<file path="config.mk">
export PLATFORM = sky130hd
export DESIGN_NAME = hbridge_pwm_chan
export DESIGN_NICKNAME = d
export VERILOG_FILES = /design/src/rtl/hbp_pkg.sv /design/src/rtl/hbp_regs.sv /design/src/rtl/hbp_counter.sv /design/src/rtl/hbp_wave.sv /design/src/rtl/hbridge_pwm_chan.sv
export SDC_FILE = /design/constraint.sdc
export NUM_CORES = 1
export LEC_CHECK = 0
export ABC_AREA = 1
export BUFFER_PORTS_ARGS = -buffer_cell sky130_fd_sc_hd__buf_2
export CORE_MARGIN = 5
export CORE_UTILIZATION = 30
export CTS_CLUSTER_DIAMETER = 40
export DETAILED_ROUTE_END_ITERATION = 10
export PLACE_DENSITY = 0.58
export SLEW_MARGIN = 20
export SYNTH_ARGS = -nofsm -noshare
export SYNTH_HDL_FRONTEND = slang
export SYNTH_SLANG_ARGS = --single-unit
</file>
<file path="constraint.sdc">
create_clock -name clk -period 3.02 [get_ports clk]
set_input_delay 0.302 -clock clk [delete_from_list [all_inputs] [get_ports clk]]
set_output_delay 0.302 -clock clk [all_outputs]
set_load 0.005 [all_outputs]
</file>
<file path="src/rtl/hbp_pkg.sv">
package hbp_pkg;

    localparam int DLY_W = 2;

    typedef enum logic [1:0] {
        AL_OFF    = 2'b00,
        AL_LEFT   = 2'b01,
        AL_RIGHT  = 2'b10,
        AL_CENTER = 2'b11
    } align_e;

    typedef enum logic [1:0] {
        OM_HALF_MINUS = 2'b00,
        OM_HALF_PLUS  = 2'b01,
        OM_FULL       = 2'b10,
        OM_DUAL       = 2'b11
    } omode_e;

    typedef enum logic [1:0] {
        CS_HALT = 2'b00,
        CS_UP   = 2'b01,
        CS_DOWN = 2'b10
    } cstate_e;

    typedef struct packed {
        omode_e om;
        align_e al;
    } mode_t;

    localparam logic [1:0] ADDR_CTRL   = 2'd0;
    localparam logic [1:0] ADDR_DUTY   = 2'd1;
    localparam logic [1:0] ADDR_PERIOD = 2'd2;

endpackage

</file>
<file path="src/rtl/hbp_regs.sv">
module hbp_regs
    import hbp_pkg::*;
#(
    parameter int CW = 8
) (
    input  logic             clk,
    input  logic             rst,
    input  logic             peer_idle,
    input  logic             ovf,
    input  logic             wr_en,
    input  logic [1:0]       addr,
    input  logic [CW-1:0]    wdata,
    output logic [CW-1:0]    rdata,
    output logic [CW-1:0]    duty,
    output logic [CW-1:0]    period,
    output mode_t            work,
    output logic [DLY_W-1:0] dly
);

    mode_t            shadow_q;
    mode_t            work_q;
    logic [DLY_W-1:0] dly_q;
    logic [CW-1:0]    duty_q;
    logic [CW-1:0]    period_q;
    logic             imm;

    // Safe to load at once: counter stopped, or nothing running on the timer
    assign imm = (period_q == '0) || (peer_idle && (work_q.al == AL_OFF));

    always_ff @(posedge clk) begin
        if (rst) begin
            shadow_q <= '0;
            dly_q    <= '0;
            duty_q   <= '0;
            period_q <= '0;
        end else if (wr_en) begin
            case (addr)
                ADDR_CTRL: begin
                    shadow_q <= mode_t'(wdata[7:4]);
                    dly_q    <= wdata[DLY_W-1:0];
                end
                ADDR_DUTY:   duty_q   <= wdata;
                ADDR_PERIOD: period_q <= wdata;
                default: ;
            endcase
        end
    end

    always_ff @(posedge clk) begin
        if (rst)             work_q <= '0;
        else if (imm || ovf) work_q <= shadow_q;
    end

    always_comb begin
        case (addr)
            ADDR_CTRL:   rdata = CW'({shadow_q, 2'b00, dly_q});
            ADDR_DUTY:   rdata = duty_q;
            ADDR_PERIOD: rdata = period_q;
            default:     rdata = '0;
        endcase
    end

    assign duty   = duty_q;
    assign period = period_q;
    assign work   = work_q;
    assign dly    = dly_q;

    // working mode is frozen unless a load point is reached
    a_r9_hold: assert property (@(posedge clk) disable iff (rst)
        (!imm && !ovf) |=> $stable(work_q));

    // at a load point the working copy takes the shadow value
    a_r10_load: assert property (@(posedge clk) disable iff (rst)
        (imm || ovf) |=> (work_q == $past(shadow_q)));

endmodule

</file>
<file path="src/rtl/hbp_counter.sv">
module hbp_counter
    import hbp_pkg::*;
#(
    parameter int CW = 8
) (
    input  logic          clk,
    input  logic          rst,
    input  logic [CW-1:0] period,
    input  logic          center,
    output logic [CW-1:0] cnt,
    output cstate_e       state,
    output logic          ovf
);

    cstate_e       state_q, state_n;
    logic [CW-1:0] cnt_q, cnt_n;
    logic [CW-1:0] top;

    assign top = period - 1'b1;

    always_ff @(posedge clk) begin
        if (rst) begin
            state_q <= CS_HALT;
            cnt_q   <= '0;
        end else begin
            state_q <= state_n;
            cnt_q   <= cnt_n;
        end
    end

    always_comb begin
        state_n = state_q;
        cnt_n   = cnt_q;
        ovf     = 1'b0;
        unique case (state_q)
            CS_HALT: begin
                cnt_n   = '0;
                state_n = CS_UP;
            end
            CS_UP: begin
                if (cnt_q >= top) begin
                    if (center) begin
                        state_n = CS_DOWN;
                        cnt_n   = top;
                    end else begin
                        ovf   = 1'b1;
                        cnt_n = '0;
                    end
                end else begin
                    cnt_n = cnt_q + 1'b1;
                end
            end
            CS_DOWN: begin
                if (cnt_q == '0) begin
                    ovf     = 1'b1;
                    state_n = CS_UP;
                end else begin
                    cnt_n = cnt_q - 1'b1;
                end
            end
            default: begin
                state_n = CS_HALT;
                cnt_n   = '0;
            end
        endcase
        if (period == '0) begin
            state_n = CS_HALT;
            cnt_n   = '0;
            ovf     = 1'b0;
        end
    end

    assign cnt   = cnt_q;
    assign state = state_q;

    // a zero period stops the counter
    a_r8_halt: assert property (@(posedge clk) disable iff (rst)
        (period == '0) |=> (state_q == CS_HALT));

    // every overflow restarts the count at zero
    a_r4_wrap: assert property (@(posedge clk) disable iff (rst)
        ovf |=> (cnt_q == '0));

    // the down count is only ever used for center alignment
    a_r6_down: assert property (@(posedge clk) disable iff (rst)
        (state_q == CS_DOWN) |-> center);

endmodule

</file>
<file path="src/rtl/hbp_wave.sv">
module hbp_wave
    import hbp_pkg::*;
#(
    parameter int CW = 8
) (
    input  logic             clk,
    input  logic             rst,
    input  logic [CW-1:0]    cnt,
    input  cstate_e          state,
    input  mode_t            work,
    input  logic [DLY_W-1:0] dly,
    input  logic [CW-1:0]    duty,
    input  logic [CW-1:0]    period,
    output logic             plus_out,
    output logic             plus_oe,
    output logic             minus_out,
    output logic             minus_oe
);

    localparam int MAXD = (1 << DLY_W) - 1;

    logic            raw;
    logic            pwm;
    logic [MAXD-1:0] pipe_q;
    logic [MAXD:0]   taps;

    always_comb begin
        if (work.al == AL_OFF || state == CS_HALT || duty == '0) begin
            raw = 1'b0;
        end else if (duty >= period) begin
            raw = 1'b1;
        end else begin
            unique case (work.al)
                AL_RIGHT: raw = (cnt >= (period - duty));
                default:  raw = (cnt < duty);
            endcase
        end
    end

    always_ff @(posedge clk) begin
        if (rst) begin
            pipe_q <= '0;
        end else begin
            pipe_q[0] <= raw;
            for (int i = 1; i < MAXD; i++) pipe_q[i] <= pipe_q[i-1];
        end
    end

    assign taps = {pipe_q, raw};
    assign pwm  = taps[dly];

    always_comb begin
        unique case (work.om)
            OM_HALF_MINUS: {plus_out, plus_oe, minus_out, minus_oe} = {1'b0, 1'b0, pwm, 1'b1};
            OM_HALF_PLUS:  {plus_out, plus_oe, minus_out, minus_oe} = {pwm, 1'b1, 1'b0, 1'b0};
            OM_FULL:       {plus_out, plus_oe, minus_out, minus_oe} = {1'b1, 1'b1, pwm, 1'b1};
            OM_DUAL:       {plus_out, plus_oe, minus_out, minus_oe} = {pwm, 1'b1, 1'b1, 1'b1};
            default:       {plus_out, plus_oe, minus_out, minus_oe} = 4'b0000;
        endcase
    end

    // an off channel never produces an active level
    a_r3_off: assert property (@(posedge clk) disable iff (rst)
        (work.al == AL_OFF) |-> !raw);

    // zero duty is inactive in every alignment
    a_r8_zero: assert property (@(posedge clk) disable iff (rst)
        (duty == '0) |-> !raw);

    // one tick of delay repeats the previous compare result
    a_r11_dly1: assert property (@(posedge clk) disable iff (rst)
        (dly == DLY_W'(1)) |-> (pwm == $past(raw)));

endmodule

</file>
<file path="src/rtl/hbridge_pwm_chan.sv">
module hbridge_pwm_chan
    import hbp_pkg::*;
#(
    parameter int CW = 8
) (
    input  logic          clk,
    input  logic          rst,
    input  logic          peer_idle,
    input  logic          wr_en,
    input  logic [1:0]    addr,
    input  logic [CW-1:0] wdata,
    output logic [CW-1:0] rdata,
    output logic          plus_out,
    output logic          plus_oe,
    output logic          minus_out,
    output logic          minus_oe
);

    logic [CW-1:0]    duty, period, cnt;
    logic [DLY_W-1:0] dly;
    mode_t            work;
    cstate_e          state;
    logic             ovf;

    hbp_regs #(.CW(CW)) u_regs (
        .clk(clk), .rst(rst), .peer_idle(peer_idle), .ovf(ovf),
        .wr_en(wr_en), .addr(addr), .wdata(wdata), .rdata(rdata),
        .duty(duty), .period(period), .work(work), .dly(dly)
    );

    hbp_counter #(.CW(CW)) u_cnt (
        .clk(clk), .rst(rst), .period(period),
        .center(work.al == AL_CENTER),
        .cnt(cnt), .state(state), .ovf(ovf)
    );

    hbp_wave #(.CW(CW)) u_wave (
        .clk(clk), .rst(rst), .cnt(cnt), .state(state), .work(work),
        .dly(dly), .duty(duty), .period(period),
        .plus_out(plus_out), .plus_oe(plus_oe),
        .minus_out(minus_out), .minus_oe(minus_oe)
    );

endmodule

</file>
==> reports/qor.yml <==
clk_pin_slew_ps: 90
finClkSkew_ps: 9.69
stdcell_area_mm2: 0.00371
syn_nets: 526
gp_congestion: 0.802
regToRegEndpoint: "u_regs.work[0]"
core_area_mm2: 0.0102
drive_gt1_frac: 0.164
p_seq_frac: 0.364
vias_per_cell: 4.91
final_max_slew_viol_count: 0
synth_warnings: 0
synth.area.top_cells: "dfxtp_1, ha_1, nand2_1"
cp-end-kind: "output port"
drt_wl_total_um: 8970
nets: 572
ant_nets: 0
cts_buffers: 5
synth_edf_count: 0
pwr_density_cell_mw_per_mm2: 427
vias: 3214
cts_max_level: 2
grtUsageTotal: 0.143
synth.most_common_cell: "nand2_1"
n_fill_cell: 1095
fmax_mhz: 303
p_leak_nw: 1.84
hp-class: "input port to flip-flop"
rsz0062_at_grt: "true"
peakVddDrop_v: 0.000173
critPathLaunchType: "flip-flop"
crit_path_end: "plus_out"
final_cells: 654
chipWidth_um: 112
async_flop_share: 0
synth.largest_area_cell: "dfxtp_1"
failed_checks: "negative setup slack"
grt_pass1_wl_um: 14800
crit_path_max_fanout: 3
tightestPinTransition_ps: 626
worstPathArrival_ps: 3000
cp-startpoint: "u_regs.duty[2]"
p_clk_frac: 0.297
status: "complete, but fails checks"
p_sw_w: 0.000560
synthCells: 471
drt-initial-drc-count: 97
antenna_found_initial: 0
drc: 0
period_minus_slack_ps: 3300
insertion_delay_ps: 300
dpl.hpwl_um: 7210
io_buffer_count: 25
intPower_w: 0.00102
cts_root_buffer: "clkbuf_8"
synth_area_mm2: 0.00313
regToRegSetupSlack_ps: 310
dieArea_mm2: 0.0126
ff2ff_path_depth: 19
netlist_top_cells_count: "nand2_1, inv_1, nor2_1"
worst-endpoint-required_ps: 2720
place_ws_ps: -133
ys_seq_area_frac: 0.249
syn_avg_cell_area_um2: 6.65
dpl_cell_area_mm2: 0.00352
cts_tree: "yes"
yosysTopAreaCellShare: 0.249
yosys_most_used_dff: "dfxtp_1"
diodes: 0
cts_buffer_depth: 2
cts_hold_buf: 0
dp.cells: 643
reg2reg_from: "u_regs.period[1]"
drt_pass1_iterations: 4
clock_sinks: 39
fin_crit_sh: 1.09
synth_cell_types: 32
syn2layout_area_growth_pct: 18.5
critPathKind: "flip-flop to output port"
die_h_um: 112
combPwrFrac: 0.339
wl_per_cell_um: 13.7
swShare: 0.354
setup_slack_ps: -279
start_util: 0.306
ios: 26
overflow: 0
grt_pass1_vias: 3128
drv_cap: 0
ys_seq_elements: 39
report.final.setup_viol: 2
rows: 37
slew_headroom: 0.582
grt_max_degree: 27
final_hold_viol_count: 0
metrics by stage:
step,hold slack (ps),utilization,setup TNS (ps),total power (W)
finish,221,0.363,-553,0.00158
global route,230,0.363,-1140,0.00169
CTS,209,0.360,-686,0.00159
detailed placement,435,0.344,-261,0.00110
global placement,428,0.344,-149,0.00109
floorplan,374,-,0,0.000934
cells by family after synthesis:
logic type                 Yosys count  synth area share
AOI/OAI and AO/OA                  100             0.173
xor gates and xnor gates            13            0.0364
and+or+nand+nor                    198             0.273
buffers and inverters               80             0.102
DFF                                 39             0.249
adders and majority gates           41             0.166
power groups by stage:
stage / clock (W) / sequential (W) / combinational (W)
detailed placement: 0 / 0.000586 / 0.000517
global placement: 0 / 0.000585 / 0.000503
floorplan: 0 / 0.000579 / 0.000356
finish: 0.000471 / 0.000576 / 0.000536
CTS: 0.000482 / 0.000576 / 0.000533
global route: 0.000495 / 0.000580 / 0.000612
how the worst min path moves through the flow:
| stage | start | end | slack [ps] | cells past startpoint |
|---|---|---|---|---|
| after floorplan | rst | u_wave.pipe_q[0] | 370 | 1 |
| after global placement | u_wave.pipe_q[1] | u_wave.pipe_q[2] | 430 | 2 |
| after CTS | rst | u_wave.pipe_q[2] | 210 | 2 |
| after global routing | rst | u_wave.pipe_q[2] | 230 | 2 |
| after detailed placement | u_wave.pipe_q[1] | u_wave.pipe_q[2] | 430 | 2 |
| final | rst | u_wave.pipe_q[2] | 220 | 2 |
cell type report:
| class | count | area, um^2 | area share |
|---|---|---|---|
| Tap cell | 136 | 170 | 0.0459 |
| Clock inverter | 2 | 35.0 | 0.00944 |
| Inverter | 73 | 274 | 0.0738 |
| Timing Repair Buffer | 46 | 283 | 0.0762 |
| Sequential cell | 39 | 785 | 0.211 |
| Clock buffer | 6 | 82.6 | 0.0223 |
| Multi-Input combinational cell | 352 | 2080 | 0.561 |
sequential cells by signal, summed over array words and instances, names as in the netlist:
signal and cells:
u_cnt.cnt 8, u_cnt.state 2, u_regs.dly 2, u_regs.duty 8, u_regs.period 8, u_regs.shadow_q 4, u_regs.work 4, u_wave.pipe_q 3
cell usage in the layout (no fill, tap or decap), types with 3 or more instances in the layout:
master	instances
xor2_1	9
dfxtp_2	3
o21ai_1	17
o21ai_0	28
o221ai_1	6
nor2_2	4
nand3_1	20
clkbuf_8	6
inv_1	64
a21oi_1	38
buf_4	21
o211ai_1	3
nand4_1	8
inv_2	9
nand2_1	105
xnor2_1	3
buf_2	25
ha_1	38
dfxtp_1	36
nor4_1	3
nor2_1	47
metal layers:
layer	wire length, um	up-vias	GRT usage
met5	0	-	0
met4	162	0	0.0449
met3	276	16	0.0221
met2	4180	57	0.249
met1	4350	1498	0.183
li1	-	1643	-
critical path, cell delays in order (launching register included):
cell     delay (ps)
dfxtp_2         340
inv_2            50
ha_4            210
a21oi_2         110
nand2_1          70
nand2_1          80
nand2_1          70
a21oi_2         150
o21ai_1          70
a21oi_1         160
inv_1            60
nand2_1          50
nand2_1          50
ha_1            280
nand2_1          60
inv_1            30
nor2_1           80
o21a_1          120
nand2_1          50
nand2_1          50
nand3_1          60
nand2_1          90
nand2_1          50
nand2_1          60
nand2_2          60
nand2_1          60
nand2_1          50
buf_2           120
timing repair:
action / 4_1_cts / 5_1_grt
endpoints found under the setup margin: 2 / 7
gates resized for setup: 8 / 4
pin swaps: 11 / 9
setup buffers: 2 / 1
(Power assumes the default switching activity.)
